$ cat config.mk
export PLATFORM = sky130hd
export DESIGN_NAME = mp_uart_rx
export DESIGN_NICKNAME = d
export VERILOG_FILES = /design/src/rtl/mpu_rx_pkg.sv /design/src/rtl/rx_line_sync.sv /design/src/rtl/rx_frame_fsm.sv /design/src/rtl/rx_addr_match.sv /design/src/rtl/rx_accept_ctrl.sv /design/src/rtl/mp_uart_rx.sv
export SDC_FILE = /design/constraint.sdc
export NUM_CORES = 1
export LEC_CHECK = 0
export ABC_CLOCK_PERIOD_IN_PS = 2400
export BUFFER_PORTS_ARGS = -buffer_cell sky130_fd_sc_hd__clkbuf_2
export CAP_MARGIN = 20
export CORE_UTILIZATION = 45
export DETAILED_ROUTE_END_ITERATION = 16
export GPL_TIMING_DRIVEN = 1
export MAX_ROUTING_LAYER = met4
export PLACE_DENSITY_LB_ADDON = 0.1
export SYNTH_ARGS = -nofsm -noshare
export SYNTH_HDL_FRONTEND = slang
export SYNTH_HIERARCHICAL = 1
export SYNTH_SLANG_ARGS = --single-unit
export TNS_END_PERCENT = 10
$ cat constraint.sdc
create_clock -name clk -period 2.4 [get_ports clk]
set_clock_uncertainty 0.2 [all_clocks]
set_input_delay 0.48 -clock clk [delete_from_list [all_inputs] [get_ports clk]]
set_output_delay 0.48 -clock clk [all_outputs]
set_load 0.02 [all_outputs]
$ cat src/rtl/mpu_rx_pkg.sv
package mpu_rx_pkg;

    parameter int unsigned BYTE_W = 8;

    typedef enum logic [1:0] {
        MODE_SHIFT  = 2'b00,
        MODE_8BIT   = 2'b01,
        MODE_9BIT_A = 2'b10,
        MODE_9BIT_B = 2'b11
    } rx_mode_e;

    typedef enum logic [2:0] {
        ST_IDLE,
        ST_START,
        ST_DATA,
        ST_NINTH,
        ST_STOP
    } rx_state_e;

    typedef struct packed {
        logic [BYTE_W-1:0] data;
        logic              bit9;
        logic              stop;
    } rx_frame_t;

    function automatic logic vote3(input logic a, input logic b, input logic c);
        return (a & b) | (a & c) | (b & c);
    endfunction

    function automatic logic nine_bit(input rx_mode_e m);
        return (m == MODE_9BIT_A) || (m == MODE_9BIT_B);
    endfunction

endpackage

$ cat src/rtl/rx_line_sync.sv
module rx_line_sync #(
    parameter int unsigned STAGES = 2
) (
    input  logic clk,
    input  logic rst,
    input  logic din,
    output logic dout
);
    logic [STAGES-1:0] stg;

    for (genvar g = 0; g < STAGES; g++) begin : g_stage
        if (g == 0) begin : g_first
            always_ff @(posedge clk) begin
                if (rst) stg[g] <= 1'b1;
                else     stg[g] <= din;
            end
        end else begin : g_rest
            always_ff @(posedge clk) begin
                if (rst) stg[g] <= 1'b1;
                else     stg[g] <= stg[g-1];
            end
        end
    end

    assign dout = stg[STAGES-1];
endmodule

$ cat src/rtl/rx_frame_fsm.sv
module rx_frame_fsm
    import mpu_rx_pkg::*;
#(
    parameter int unsigned OSR = 16
) (
    input  logic      clk,
    input  logic      rst,
    input  logic      baud_tick,
    input  logic      rx_s,
    input  logic      enable,
    input  logic      use_ninth,
    output logic      frame_done,
    output rx_frame_t frame
);
    localparam int unsigned CW = $clog2(OSR);
    localparam int unsigned IW = $clog2(BYTE_W);
    localparam logic [CW-1:0] T_S0  = CW'(OSR / 2 - 1);
    localparam logic [CW-1:0] T_S1  = CW'(OSR / 2);
    localparam logic [CW-1:0] T_S2  = CW'(OSR / 2 + 1);
    localparam logic [CW-1:0] T_END = CW'(OSR - 1);
    localparam logic [IW-1:0] LAST  = IW'(BYTE_W - 1);

    rx_state_e         state;
    logic [CW-1:0]     tick_cnt;
    logic [IW-1:0]     bit_idx;
    logic [1:0]        early;
    logic [BYTE_W-1:0] shadow_data;
    logic              shadow_b9;
    logic              vote;

    assign vote = vote3(early[0], early[1], rx_s);

    always_ff @(posedge clk) begin
        if (rst) begin
            state       <= ST_IDLE;
            tick_cnt    <= '0;
            bit_idx     <= '0;
            early       <= '0;
            shadow_data <= '0;
            shadow_b9   <= 1'b0;
            frame       <= '0;
            frame_done  <= 1'b0;
        end else begin
            frame_done <= 1'b0;
            if (!enable) begin
                state    <= ST_IDLE;
                tick_cnt <= '0;
            end else if (baud_tick) begin
                if (state == ST_IDLE) begin
                    if (!rx_s) begin
                        state    <= ST_START;
                        tick_cnt <= '0;
                    end
                end else begin
                    tick_cnt <= (tick_cnt == T_END) ? '0 : tick_cnt + 1'b1;
                    if (tick_cnt == T_S0) early[0] <= rx_s;
                    if (tick_cnt == T_S1) early[1] <= rx_s;
                    if (tick_cnt == T_S2) begin
                        case (state)
                            ST_START: if (vote) state <= ST_IDLE;
                            ST_DATA:  shadow_data[bit_idx] <= vote;
                            ST_NINTH: shadow_b9 <= vote;
                            ST_STOP: begin
                                frame      <= '{data: shadow_data, bit9: shadow_b9, stop: vote};
                                frame_done <= 1'b1;
                                state      <= ST_IDLE;
                            end
                            default:  state <= ST_IDLE;
                        endcase
                    end
                    if (tick_cnt == T_END) begin
                        case (state)
                            ST_START: begin
                                state   <= ST_DATA;
                                bit_idx <= '0;
                            end
                            ST_DATA: begin
                                if (bit_idx == LAST) state <= use_ninth ? ST_NINTH : ST_STOP;
                                else                 bit_idx <= bit_idx + 1'b1;
                            end
                            ST_NINTH: state <= ST_STOP;
                            default: ;
                        endcase
                    end
                end
            end
        end
    end
endmodule

$ cat src/rtl/rx_addr_match.sv
module rx_addr_match
    import mpu_rx_pkg::*;
(
    input  logic [BYTE_W-1:0] data,
    input  logic [BYTE_W-1:0] addr,
    input  logic [BYTE_W-1:0] mask,
    output logic              hit
);
    logic [BYTE_W-1:0] own_ok;
    logic [BYTE_W-1:0] bc_ok;

    for (genvar i = 0; i < BYTE_W; i++) begin : g_bit
        assign own_ok[i] = ~mask[i] | ~(data[i] ^ addr[i]);
        assign bc_ok[i]  = ~(addr[i] | mask[i]) | data[i];
    end

    assign hit = (&own_ok) | (&bc_ok);
endmodule

$ cat src/rtl/rx_accept_ctrl.sv
module rx_accept_ctrl
    import mpu_rx_pkg::*;
(
    input  logic              clk,
    input  logic              rst,
    input  logic              frame_done,
    input  rx_frame_t         frame,
    input  rx_mode_e          mode,
    input  logic              mp_en,
    input  logic              addr_hit,
    input  logic              flag_clr,
    output logic [BYTE_W-1:0] rx_data,
    output logic              rx_bit9,
    output logic              rx_flag,
    output logic              frame_err
);
    logic active;
    logic wanted;
    logic load;

    always_comb begin
        active = (mode != MODE_SHIFT);
        if (!mp_en)              wanted = 1'b1;
        else if (nine_bit(mode)) wanted = frame.bit9 & addr_hit;
        else                     wanted = addr_hit;
        load = frame_done & active & frame.stop & wanted & ~rx_flag;
    end

    always_ff @(posedge clk) begin
        if (rst) begin
            rx_data   <= '0;
            rx_bit9   <= 1'b0;
            rx_flag   <= 1'b0;
            frame_err <= 1'b0;
        end else begin
            rx_flag <= (rx_flag & ~flag_clr) | load;
            if (load) begin
                rx_data <= frame.data;
                rx_bit9 <= nine_bit(mode) ? frame.bit9 : frame.stop;
            end
            if (frame_done && active) frame_err <= ~frame.stop;
        end
    end
endmodule

$ cat src/rtl/mp_uart_rx.sv
module mp_uart_rx
    import mpu_rx_pkg::*;
#(
    parameter int unsigned OSR         = 16,
    parameter int unsigned SYNC_STAGES = 2
) (
    input  logic              clk,
    input  logic              rst,
    input  logic              baud_tick,
    input  logic              rx_in,
    input  logic [1:0]        frame_mode,
    input  logic              mp_en,
    input  logic [BYTE_W-1:0] dev_addr,
    input  logic [BYTE_W-1:0] dev_mask,
    input  logic              flag_clr,
    output logic [BYTE_W-1:0] rx_data,
    output logic              rx_bit9,
    output logic              rx_flag,
    output logic              frame_err
);
    rx_mode_e  mode;
    logic      rx_s;
    logic      frame_done;
    rx_frame_t frame;
    logic      addr_hit;

    assign mode = rx_mode_e'(frame_mode);

    rx_line_sync #(.STAGES(SYNC_STAGES)) u_sync (
        .clk  (clk),
        .rst  (rst),
        .din  (rx_in),
        .dout (rx_s)
    );

    rx_frame_fsm #(.OSR(OSR)) u_fsm (
        .clk        (clk),
        .rst        (rst),
        .baud_tick  (baud_tick),
        .rx_s       (rx_s),
        .enable     (mode != MODE_SHIFT),
        .use_ninth  (nine_bit(mode)),
        .frame_done (frame_done),
        .frame      (frame)
    );

    rx_addr_match u_match (
        .data (frame.data),
        .addr (dev_addr),
        .mask (dev_mask),
        .hit  (addr_hit)
    );

    rx_accept_ctrl u_ctrl (
        .clk        (clk),
        .rst        (rst),
        .frame_done (frame_done),
        .frame      (frame),
        .mode       (mode),
        .mp_en      (mp_en),
        .addr_hit   (addr_hit),
        .flag_clr   (flag_clr),
        .rx_data    (rx_data),
        .rx_bit9    (rx_bit9),
        .rx_flag    (rx_flag),
        .frame_err  (frame_err)
    );
endmodule

After elaboration in Yosys (flattened, before gate mapping)
Cells that the tools add are included.
Word-level totals
  output and inout bits: 11
  bits in registers: 45
  bits of input ports: 24
Cells by class
  reductions and logical operators: 18
  bitwise gates (word level): 76
  equal/unequal tests: 13
  multiplexer cells: 21
  add/sub/neg operators: 2
  $lt $le $gt $ge: 2
Operators by type and width (count)
  1-bit NOT: 31
  1-bit OR: 28
  3-bit two-way mux: 8
  8-bit AND reduction: 2
  5-bit AND reduction: 3
  4-bit equality test, second input constant: 3
  4-bit two-way mux: 3
  3-bit one-hot mux with 2 select lines: 2
  1-bit AND: 9
  3-bit one-hot mux with 3 select lines: 1
  8-bit bitwise mux: 1
  4-bit AND reduction: 2
  1-bit bitwise XOR: 8
  3-bit by 2-bit equality test with 1-bit output, second input constant: 2
  3-bit equality test, second input constant: 2
  6-bit AND reduction: 1
  1-bit two-way mux: 5
  5-bit OR reduction: 1
  4-bit by 1-bit adder with 4-bit output, second input constant: 1
  2-bit equality test, second input constant: 2
  4-bit by 3-bit equality test with 1-bit output, second input constant: 1
  3-bit by 4-bit less-than comparator with 1-bit output, second input constant: 1
  2-bit inequality test, second input constant: 2
  2-bit nonzero test: 2
  other kinds (9): 11

Longest topological paths before layout
Gate-level depths: netlist (run 1).
  depth in word-level cells: 11
  depth in mapped cells: 9
  mapped depth without buffers: 8

Hierarchy
The synthesis (run 1) kept the hierarchy.
Modules (own cells, without submodules)
  rx_frame_fsm: instances 1, area each 1572.8 µm², seq. area each 640.6 µm², cells an instance 174
  rx_accept_ctrl: instances 1, area each 467.9 µm², seq. area each 220.2 µm², cells an instance 55
  rx_addr_match: instances 1, area each 190.2 µm², seq. area each 0.0 µm², cells an instance 26
  rx_line_sync: instances 1, area each 52.6 µm², seq. area each 40.0 µm², cells an instance 4
  mp_uart_rx: instances 1, area each 10.0 µm², seq. area each 0.0 µm², cells an instance 2

Worst setup path before layout (run 1)
Ideal clock, no wire load.
  path kind: reg2reg
  start: register u_fsm.bit_idx[0]
  end: register u_fsm.bit_idx[0]
  cell stages (with the launch flop): 7
  period minus slack after synthesis: 2019 ps
  library setup time: 127 ps
  arrival time: 1692 ps
  setup slack: 381 ps
  buffers on the path: 0
  data required time: 2073 ps
  path through: dfxtp_1 > ha_1 > ha_1 > or3b_2 > a211oi_2 > mux2i_1 > nor2_1
Between the ends
  word-level cells in the longest chain between the ends: 3
  elaborated cells between the ends (all ways): 6
  those cells by class: 1 x add/sub; 2 x eq/ne; 2 x mux; 1 x reduce/logical
Ends and longest elaborated chain
  start: declaration: RTL line rx_frame_fsm.sv:25  | logic [IW-1:0] bit_idx;
  start signal: assignment: RTL line rx_frame_fsm.sv:79  | else bit_idx <= bit_idx + 1'b1;
  3-bit by 1-bit adder with 3-bit output / 3-bit equality test (equally long branches): RTL line rx_frame_fsm.sv:79, rx_frame_fsm.sv:78
  3-bit two-way mux / 2-bit inequality test (equally long branches)
  3-bit one-hot mux with 2 select lines / 6-bit AND reduction (equally long branches)
Several ways; a longest one is shown, not always the timed one. The select of a mux whose other input is x is not followed.
A chain may end at the register's enable or synchronous reset.

Final worst setup path (run 1)
Same ends and word-level chain as after synthesis.

==> results of run 1 <==
-- cells by family (layout without fill, tap and decap cells) --
logic type                 Yosys count  in the layout  synth area share, %
AOI/OAI and AO/OA                   63             63                 18.0
buffers and inverters               24             59                 4.53
and+or+nand+nor                     99             99                 25.0
adders and majority gates            6              6                 3.16
DFF                                 45             45                 39.3
muxes                               16             16                 6.98
xor gates and xnor gates             8              8                 3.06
-- power groups by stage --
stage               sequential, uW  combinational (uW)  clock (uW)
finish                         752                84.7         486
global route                   753                93.6         529
CTS                            752                85.2         497
detailed placement             769                84.9           0
global placement               770                84.8           0
floorplan                      767                46.6           0
-- registers in the layout, indices dropped and copies added, names as in the netlist, 2 cells and up --
| signal | flops |
|---|---|
| u_fsm/early | 2 |
| u_fsm/tick_cnt | 4 |
| u_fsm/bit_idx | 3 |
| u_fsm/shadow_data | 8 |
| u_ctrl/rx_data | 8 |
| u_fsm/state | 3 |
| u_fsm/frame | 10 |
-- synthesized netlist by cell type (all sizes together), types with 3 or more instances --
master and number:
nand2 6, nand3b 13, clkbuf 12, nand4 3
ha 5, xor2 8, o21ai 21, inv 7
nor3b 4, a22oi 5, dfxtp 45, nor3 5
nor2b 3, or2 3, or3b 3, nand3 11
nor2 27, mux2i 16, buf 5, o22ai 3
nand2b 12, o31ai 3, a21oi 17
-- final cells by class --
cell class | count | area, um^2 | area share (%)
repair buffers | 44 | 245 | 9.31
inverters | 7 | 26.3 | 0.997
multi-input cells | 192 | 1290 | 48.9
well taps | 67 | 83.8 | 3.18
clock buffers | 5 | 68.8 | 2.61
flip-flops and latches | 45 | 901 | 34.2
clock inverters | 3 | 21.3 | 0.807
-- path summary, 6_finish.rpt --
kind | from | depth (start not counted) | end
setup / recovery | u_fsm/bit_idx[0] | 6 | u_fsm/bit_idx[0]
hold / removal | rx_in | 2 | u_sync/stg[0]
setup reg to reg | u_fsm/bit_idx[0] | 6 | u_fsm/bit_idx[0]
hold reg to reg | u_sync/stg[0] | 1 | u_sync/dout
-- metrics by stage --
step,worst slack [ps],total power [uW],instances
final,223,1320,363
after global routing,123,1370,363
after detailed placement,246,854,355
after global placement,245,854,355
after floorplan,381,814,261
after CTS,218,1330,363
-- layer usage --
metal  GRT usage [%]  vias up  share of wire (%)
li1                -     1011                  -
met1            26.3      905                 50
met2            30.3       36                 45
met3            4.25        2                4.2
met4            5.77        0               0.45
met5               -        -                  0
-- placed cells by master, fill, tap and decap left out, drive strengths merged, types with 2 or more instances in the layout --
cell type / synthesis / layout
o21ai: 21 / 21
o22ai: 3 / 3
nand2b: 12 / 12
nor2: 27 / 27
nand4b: 2 / 2
nor3: 5 / 5
clkbuf: 12 / 39
or2: 3 / 3
a21oi: 17 / 17
nand2: 6 / 6
or3b: 3 / 3
a22oi: 5 / 5
nand4: 3 / 3
o31ai: 3 / 3
nand3: 11 / 11
nor3b: 4 / 4
nand3b: 13 / 13
and2: 2 / 2
buf: 5 / 10
a311oi: 2 / 2
dfxtp: 45 / 45
nor2b: 3 / 3
ha: 5 / 5
mux2i: 16 / 16
and4b: 2 / 2
xor2: 8 / 8
inv: 7 / 8
a31oi: 2 / 2
==> metrics, run 1 <==
routed vias=1,954; Setup Viol. Count Final=0; Finished Cell Area=2640 um^2; combinational fraction of design power=6.4%; CP Class=register to register; vias in the first global route=1,765; min cycle time layout=2180 ps; status=finished, final reports clean; NumNets Final=324; gr ovfl total=0; Synth async-reset ratio=0%; synth warn=6; Max Slew Vio Count=0; wire per inst=13.5 um; Sequential Power Share=56.9%; first-pass GRT wire length=8.08 mm; Fmax=459 MHz; First-pass DRT Iterations=5; # resized after CTS=0; # hold bufs at CTS=0; Initial Utilization=47.6%; r2r setup slk=220 ps; final WL=4.89 mm; Tcrit/Tclk final=90.7%; CTS clk-pin slew, worst paths=100 ps; diode count=0; Syn Nets=290; Post-synth EDFFs=0; initial antenna violation count=0; clk sinks=45; Worst-Skew Late Latency=300 ps; Setup TNS Final=0 ps; die width=73.4 um; FILL cells=475; leakage power=0.00101 uW; 1st-iter DRT viols=118; Post-route DRC=0; Mapped Avg Cell Area=8.79 um^2; slowest CP cell=or3b_2; Yosys top cell area share=39.3%; Main synth FF type=dfxtp_1; share of cells above drive strength 1=20.9%; Post-Syn Area=2290 um^2; vias per std cell=5.38; CTS Buf Count=5; post-synth top area cell=dfxtp_1; Total GRT Usage=19.8%; core area=4820 um^2; Layout area overhead=14.9%; hpwl dp=3.53 mm; Max VDD drop=0.000353 V; clock share of power=36.7%; Std-Cell Rows=25; most frequent CP cell=ha_1; switching share of power=24.9%; Cell Int Power=993 uW; pin count of the biggest net entering global routing=28; Max clock buf depth=2; Final Hold Vio Count=0; delay-heaviest family, CP=simple AND/OR/NAND/NOR gates; Max-Cap Viols=0; Final Util=54.7%; WP data arrival=2160 ps; remaining antenna violation count after routing=0; Worst Setup Start Kind=register; top cells by area, synth=dfxtp_1, mux2i_1, nor2_1; Seq/Total Area, Yosys=39.3%; net switching power=329 uW; relative max-transition margin=71.3%; Power Density=502 nW/um^2; cells along the critical path=ha_1 -> ha_1 -> or3b_2 -> a211oi_2 -> mux2i_1 -> nor2_1; Max stage delay on crit path=480 ps; TritonCTS clock tree=yes; Unique masters post-synth=51; port bufs=34; post-place instance area=2540 um^2; Setup Fix Bufs, Post-CTS=0; Crit. End Element=register; worst hold slack=148 ps; Slew @ Worst Pin=430 ps; die height=73.4 um; synthesized flop and latch total=45; Data required, critical path=2380 ps; routability cong.=0.772; # IOs=35; die area=5390 um^2; clk root buf=clkbuf_8; CP Buf/Inv Count=0; Hold WC Path Type=primary input to register; H-tree depth=2; CP Max Fanout=3; unrepaired setup endpoints after global routing=no; Syn Inst Count=261
No activity file was read; power rests on OpenSTA's default activity.
==> run 2, diff against run 1 <==
--- a/config.mk
+++ b/config.mk
@@ -5,10 +5,11 @@
 export SDC_FILE = /design/constraint.sdc
 export NUM_CORES = 1
 export LEC_CHECK = 0
+export ABC_AREA = 1
 export ABC_CLOCK_PERIOD_IN_PS = 2400
 export BUFFER_PORTS_ARGS = -buffer_cell sky130_fd_sc_hd__clkbuf_2
 export CAP_MARGIN = 20
-export CORE_UTILIZATION = 45
+export CORE_UTILIZATION = 40
 export DETAILED_ROUTE_END_ITERATION = 16
 export GPL_TIMING_DRIVEN = 1
 export MAX_ROUTING_LAYER = met4
==> run 2 against run 1 <==
Against the previous run: first-iteration DRC count shrank 36%; core utilization shrank 7.2 points; clock power about the same; critical path type unchanged; global-route usage decreased by 1.6 points; highest routed layer unchanged; critical endpoint is now u_fsm/frame[6]; cell count grew 38%; worst setup slack improved by 240 ps.
==> metrics, run 2 <==
status=finished, final reports clean; Top Registers=u_fsm/frame: 10 flops, u_ctrl/rx_data: 8 flops, u_fsm/shadow_data: 8 flops; commonest non-fill, non-tap cell in the layout=nand2_1; most frequent cells in the layout=nand2_1, nor2_1, inv_1; Fmax=516 MHz (+12%); Mapped Avg Cell Area=6.47 um^2 (-26%); synth warn=6 (unchanged); CP Class=register to register; # resized after CTS=0 (unchanged); Hold WC Path Type=primary input to register; Total GRT Usage=18.3% (-1.6 points); # IOs=35 (unchanged); wire per inst=10.5 um (-22%); Power Density=470 nW/um^2 (-6.3%); Synth Area in Adders=2.48% (-0.68 points); first-pass GRT wire length=9.15 mm (+13%); gr ovfl total=0 (unchanged); min cycle time layout=1940 ps (-240 ps); clk root buf=clkbuf_8; routability cong.=0.868 (+12%); Data required, critical path=2430 ps (+50 ps); Unique masters post-synth=26 (-49%); Tcrit/Tclk final=80.7% (-10 points); Final Total Pwr=1340 uW (+1.2%); routing usage on met2=31.1% (+0.73 points); CTS clk-pin slew, worst paths=80 ps (-20 ps); remaining antenna violation count after routing=0 (unchanged); share of cells above drive strength 1=16.0% (-4.9 points); NumNets Final=453 (+40%); final WL=5.26 mm (+7.6%); multiplexer share of the synthesized area=0% (-7.0 points); cells along the critical path=ha_1 -> nand4_2 -> nor2_8 -> nand2_2 -> inv_2 -> nor2_1 -> nor2_1; Max clock buf depth=2 (unchanged); GRT Max-Usage Layer=met2; Setup TNS Final=0 ps (unchanged); Syn Inst Count=389 (+49%); initial antenna violation count=0 (unchanged); Layout area overhead=12.9%; Crit. End Element=register; core area=5990 um^2 (+24%); Worst Setup Start Kind=register; Post-Synth Simple-Gate Area=40.5% (+16 points); Main synth FF type=dfxtp_1; Syn Nets=418 (+44%); WP data arrival=1970 ps (-190 ps); count leader, synth=nand2_1; vias per std cell=4.76 (-12%); Max VDD drop=0.000206 V (-42%); Initial Utilization=42.0% (-5.6 points); Setup Viol. Count Final=0 (unchanged); leakage power=0.00132 uW (+31%); First-pass DRT Iterations=4 (-1); Post-synth EDFFs=0 (unchanged); port bufs=34 (unchanged); Max stage delay on crit path=430 ps (-50 ps); clk sinks=45 (unchanged); Std-Cell Rows=28 (+12%); pin count of the biggest net entering global routing=22 (-21%); Worst-Skew Late Latency=290 ps (about the same); 1st-iter DRT viols=75 (-36%); Post-Synth XOR/XNOR Area=0% (-3.1 points); Setup Fix Bufs, Post-CTS=0 (unchanged); Biggest register=u_fsm/frame; Post-route DRC=0 (unchanged); slowest CP cell=dfxtp_1; GR Layer Usage met3=3.71% (-0.54 points); max reg flops=10 (unchanged); H-tree depth=2 (unchanged); commonest cells in the netlist=nand2_1, nor2_1, inv_1; die width=81.4 um (+11%); post-synth top area cell=dfxtp_1; TritonCTS clock tree=yes; unrepaired setup endpoints after global routing=no; Synth async-reset ratio=0% (unchanged); Final Hold Vio Count=0 (unchanged); Post-Syn Area=2520 um^2 (+9.8%); WP depth=7 (+1); Max Slew Vio Count=0 (unchanged); met1 Use GR=21.5% (-4.8 points); hpwl dp=4.09 mm (+16%); CP Buf/Inv Count=1 (+1); synthesized flop and latch total=45 (unchanged); top cells by area, synth=dfxtp_1, nand2_1, nor2_1; delay-heaviest family, CP=simple AND/OR/NAND/NOR gates; die area=6620 um^2 (+23%); CP Max Fanout=16 (+13); Synth Area in Compound Gates=10.0% (-8.0 points); Slew @ Worst Pin=583 ps (+153 ps); hold depth=3 (+1); Max-Cap Viols=0 (unchanged); Seq/Total Area, Yosys=35.8% (-3.5 points); relative max-transition margin=61.1% (-10 points); routed vias=2,380 (+22%); diode count=0 (unchanged); Worst R2R Path Depth=7 (+1); main combinational cell family by area after synthesis=simple AND/OR/NAND/NOR gates; die height=81.4 um (+11%); Yosys top cell area share=35.8% (-3.5 points); # hold bufs at CTS=0 (unchanged); vias in the first global route=2,120 (+20%); CTS Buf Count=5 (unchanged); most frequent CP cell=nor2_1
[run 2: cell types whose count changed in the layout (fill, tap and decap cells not counted), sizes merged, moves of 9 or more]
| cell | change |
|---|---|
| nand2 | +89 |
| nor2 | +56 |
| inv | +55 |
| nand4 | +19 |
| mux2i | -16 |
| nand3b | -13 |
| nand2b | -12 |
| buf | -9 |
| nand3 | +9 |
| o21ai | +9 |
[run 2: final timing paths]
check | from | end | slack, ps
min | rx_in | u_sync/stg[0] | 160
max reg2reg | u_fsm/tick_cnt[0] | u_fsm/frame[6] | 460
min reg2reg | u_sync/stg[0] | u_sync/dout | 210
max | u_fsm/tick_cnt[0] | u_fsm/frame[6] | 460
[run 2: where the power goes]
group          switching (uW)  internal (uW)  total (uW)
logic                    61.1           37.1        98.2
clock network             255            234         488
registers                3.04            748         751
total                     319           1020        1340
[run 2: logic make-up (layout without fill, tap and decap cells)]
kind of cell | count (synthesis) | count (layout)
and+or+nand+nor | 222 | 222
DFF | 45 | 45
buffers and inverters | 71 | 107
AOI/OAI and AO/OA | 46 | 46
adders and majority gates | 5 | 5
[run 2: stage by stage]
| step | setup slack, ps | hold WS (ps) | area (um^2) | utilization [%] | std cells |
|---|---|---|---|---|---|
| after floorplan | 790 | 187 | 2520 | - | 389 |
| after global placement | 397 | 195 | 2750 | 45.9 | 492 |
| after detailed placement | 305 | 198 | 2750 | 45.9 | 492 |
| after CTS | 451 | 147 | 2840 | 47.5 | 500 |
| after global routing | 250 | 171 | 2840 | 47.5 | 500 |
| final | 463 | 156 | 2840 | 47.5 | 500 |
[run 2: area by class of cell]
| type | instances | area, um^2 |
|---|---|---|
| tap | 75 | 93.8 |
| inverter | 64 | 240 |
| timing repair buffer | 35 | 178 |
| clock buffer | 6 | 82.6 |
| fill | 653 | 3150 |
| multi-input combinational | 273 | 1340 |
| clock inverter | 2 | 13.8 |
| sequential | 45 | 901 |
[run 2: layer usage]
layer	part of all wire [%]	vias up
li1	-	1296
met2	47	42
met4	1.2	0
met5	0	-
met1	48	1037
met3	3.8	5
[run 2: worst reg2reg max path: cells and delay by family (launching register included)]
kind          cells  cell delay (ps)
fa+ha+maj         1              240
buf+inv           1              200
flops             1              430
simple gates      5              800
==> run 3, diff against run 2 <==
--- a/config.mk
+++ b/config.mk
@@ -6,7 +6,7 @@
 export NUM_CORES = 1
 export LEC_CHECK = 0
 export ABC_AREA = 1
-export ABC_CLOCK_PERIOD_IN_PS = 2400
+export ABC_CLOCK_PERIOD_IN_PS = 1800
 export BUFFER_PORTS_ARGS = -buffer_cell sky130_fd_sc_hd__clkbuf_2
 export CAP_MARGIN = 20
 export CORE_UTILIZATION = 40
==> constraint.sdc (replaced) <==
create_clock -name clk -period 1.8 [get_ports clk]
set_clock_uncertainty 0.2 [all_clocks]
set_input_delay 0.36 -clock clk [delete_from_list [all_inputs] [get_ports clk]]
set_output_delay 0.36 -clock clk [all_outputs]
set_load 0.02 [all_outputs]
==> run 3 against run 2 <==
Against the previous run: combinational power rose by 40%; highest routed layer unchanged; largest cell class unchanged; design area rose by 4.2%; worst setup slack got worse by 320 ps; critical path depth rose by 5.
==> metrics, run 3 (synthesis gave the netlist of run 2 again) <==
status=finished, final reports clean; die area=6620 um^2 (unchanged); Non-Filler Instances=504 (+0.80%); # IOs=35 (unchanged); CP Max Fanout=10 (-6); Top Registers=u_fsm/frame: 10 flops, u_ctrl/rx_data: 8 flops, u_fsm/shadow_data: 8 flops; vias in the first global route=2,119 (-0.047%); cells along the critical path=inv_1 -> o21ai_1 -> nand2_1 -> nor2_1 -> nand2_1 -> nand2_1 -> nand2_2 -> nand2_4 -> nand2_4 -> nor2_8 -> nor2_1 -> nor2_1; most frequent cells in the layout=nand2_1, nor2_1, inv_1; remaining antenna violation count after routing=0 (unchanged); Max Slew Vio Count=0 (unchanged); CTS clk-pin slew, worst paths=90 ps (about the same); Biggest register=u_fsm/frame; Seq. cell area=915 um^2 (+1.5%); TritonCTS clock tree=yes; Max-Cap Viols=0 (unchanged); Max VDD drop=0.000303 V (+47%); r2r setup slk=140 ps (-320 ps); hpwl dp=4.16 mm (+1.6%); Hold WC Path Type=primary input to register; area taken by multi-input logic gates=1370 um^2 (+2.3%); Layout area overhead=17.6%; Tcrit/Tclk final=92.2% (+12 points); CP Buf/Inv Count=1 (unchanged); slowest CP cell=dfxtp_2; Placed Instances=496 (+0.81%); Final Hold Vio Count=0 (unchanged); delay-heaviest family, CP=simple AND/OR/NAND/NOR gates; Crit. End Element=register; initial antenna violation count=0 (unchanged); clock share of power=44.0% (+7.5 points); final setup margin=140 ps (-323 ps); 1st-iter DRT viols=58 (-23%); net switching power=430 uW (+35%); Max stage delay on crit path=370 ps (-60 ps); H-tree depth=2 (unchanged); diode count=0 (unchanged); First-pass DRT Iterations=4 (unchanged); share of cells above drive strength 1=19.6% (+3.6 points); Data required, critical path=1850 ps (-580 ps); WP data arrival=1710 ps (-260 ps); pre-CTS WS=16.2 ps (-289 ps); max reg flops=10 (unchanged); relative max-transition margin=70.9% (+9.8 points); CTS Buf Count=5 (unchanged); NumNets Final=457 (+0.88%); die width=81.4 um (unchanged); Worst-Skew Late Latency=300 ps (about the same); die height=81.4 um (unchanged); Power Density=686 nW/um^2 (+46%); Slew @ Worst Pin=432 ps (-151 ps); Std-Cell Rows=28 (unchanged); GR Layer Usage met3=4.16% (+0.45 points); core area=5990 um^2 (unchanged); routing usage on met2=32.2% (+1.1 points); wire per inst=10.7 um (+1.5%); met1 Use GR=20.1% (-1.4 points); clk sinks=45 (unchanged); GRT Max-Usage Layer=met2; Setup Fix Bufs, Post-CTS=0 (unchanged); routability cong.=0.865 (-0.35%); Fmax=602 MHz (+17%); Total GRT Usage=18.2% (-0.055 points); first-pass GRT wire length=8.98 mm (-1.8%); Post-route DRC=0 (unchanged); FILL cells=653 (unchanged); CP Class=register to register; Worst Setup Start Kind=register; port bufs=34 (unchanged); clk root buf=clkbuf_8; vias per std cell=4.71 (-1.0%); leakage power=0.00138 uW (+4.1%); unrepaired setup endpoints after global routing=yes; switching share of power=21.2% (-2.7 points); pin count of the biggest net entering global routing=22 (unchanged); commonest non-fill, non-tap cell in the layout=nand2_1; combinational fraction of design power=6.7% (-0.6 points); Sequential Power Share=49.3% (-6.9 points); Max clock buf depth=2 (unchanged); Cell Int Power=1600 uW (+57%); Initial Utilization=42.0% (unchanged); final WL=5.39 mm (+2.3%); Setup Viol. Count Final=0 (unchanged); routed vias=2,374 (-0.25%); min cycle time layout=1660 ps (-277 ps); gr ovfl total=0 (unchanged); Final Total Pwr=2030 uW (+52%)
-- run 3: changes by cell type in the layout (fill, tap and decap cells not counted), sizes merged --
cell / previous run / this run
clkbuf: 40 / 39
bufinv: 0 / 2
clkinv: 3 / 2
buf: 1 / 5
-- run 3: layer usage --
metal	up-vias	part of all wire, %
li1	1301	-
met5	-	0
met4	0	1.1
met1	1029	48
met3	6	3.3
met2	38	48
-- run 3: metrics by stage --
| step | utilization [%] | setup TNS [ps] | cell area (um^2) | hold slack, ps |
|---|---|---|---|---|
| final | 49.5 | 0 | 2960 | 35.5 |
| after global routing | 49.5 | -3.39 | 2960 | 38.1 |
| after CTS | 48.6 | 0 | 2910 | 25.7 |
| after detailed placement | 46.4 | 0 | 2780 | 205 |
| after global placement | 46.4 | 0 | 2780 | 196 |
| after floorplan | - | 0 | 2520 | 187 |
-- run 3: path summary, 6_finish.rpt --
| kind | depth (start not counted) | start | end |
|---|---|---|---|
| max | 12 | u_fsm/frame[9] | u_ctrl/rx_data[7] |
| min | 3 | rx_in | u_sync/stg[0] |
| max reg2reg | 12 | u_fsm/frame[9] | u_ctrl/rx_data[7] |
| min reg2reg | 2 | u_sync/stg[0] | u_sync/dout |
-- run 3: layout make-up --
type,instances,area share (%)
Multi-Input combinational cell,273,46.1
Sequential cell,45,30.9
Inverter,64,8.19
Timing Repair Buffer,39,7.14
Tap cell,75,3.17
Clock buffer,5,2.32
Clock inverter,3,2.20
-- run 3: tightest hold or removal path: cells and delay by family --
| family | cells | cell delay [ps] |
|---|---|---|
| and+or+nand+nor | 1 | 40 |
| buffers and inverters | 2 | 100 |
-- run 3: power by group through the flow --
stage / logic, uW / registers, uW / clock network [uW]
2_1_floorplan: 79.9 / 1020 / 0
3_3_place_gp: 136 / 1030 / 0
3_5_place_dp: 137 / 1030 / 0
4_1_cts: 138 / 1000 / 924
5_1_grt: 157 / 1000 / 968
6_report: 137 / 1000 / 894
-- run 3: timing repair --
action	4_1_cts	5_1_grt
hold buffers	0	0
setup endpoints to repair	0	31
resized for setup	0	18
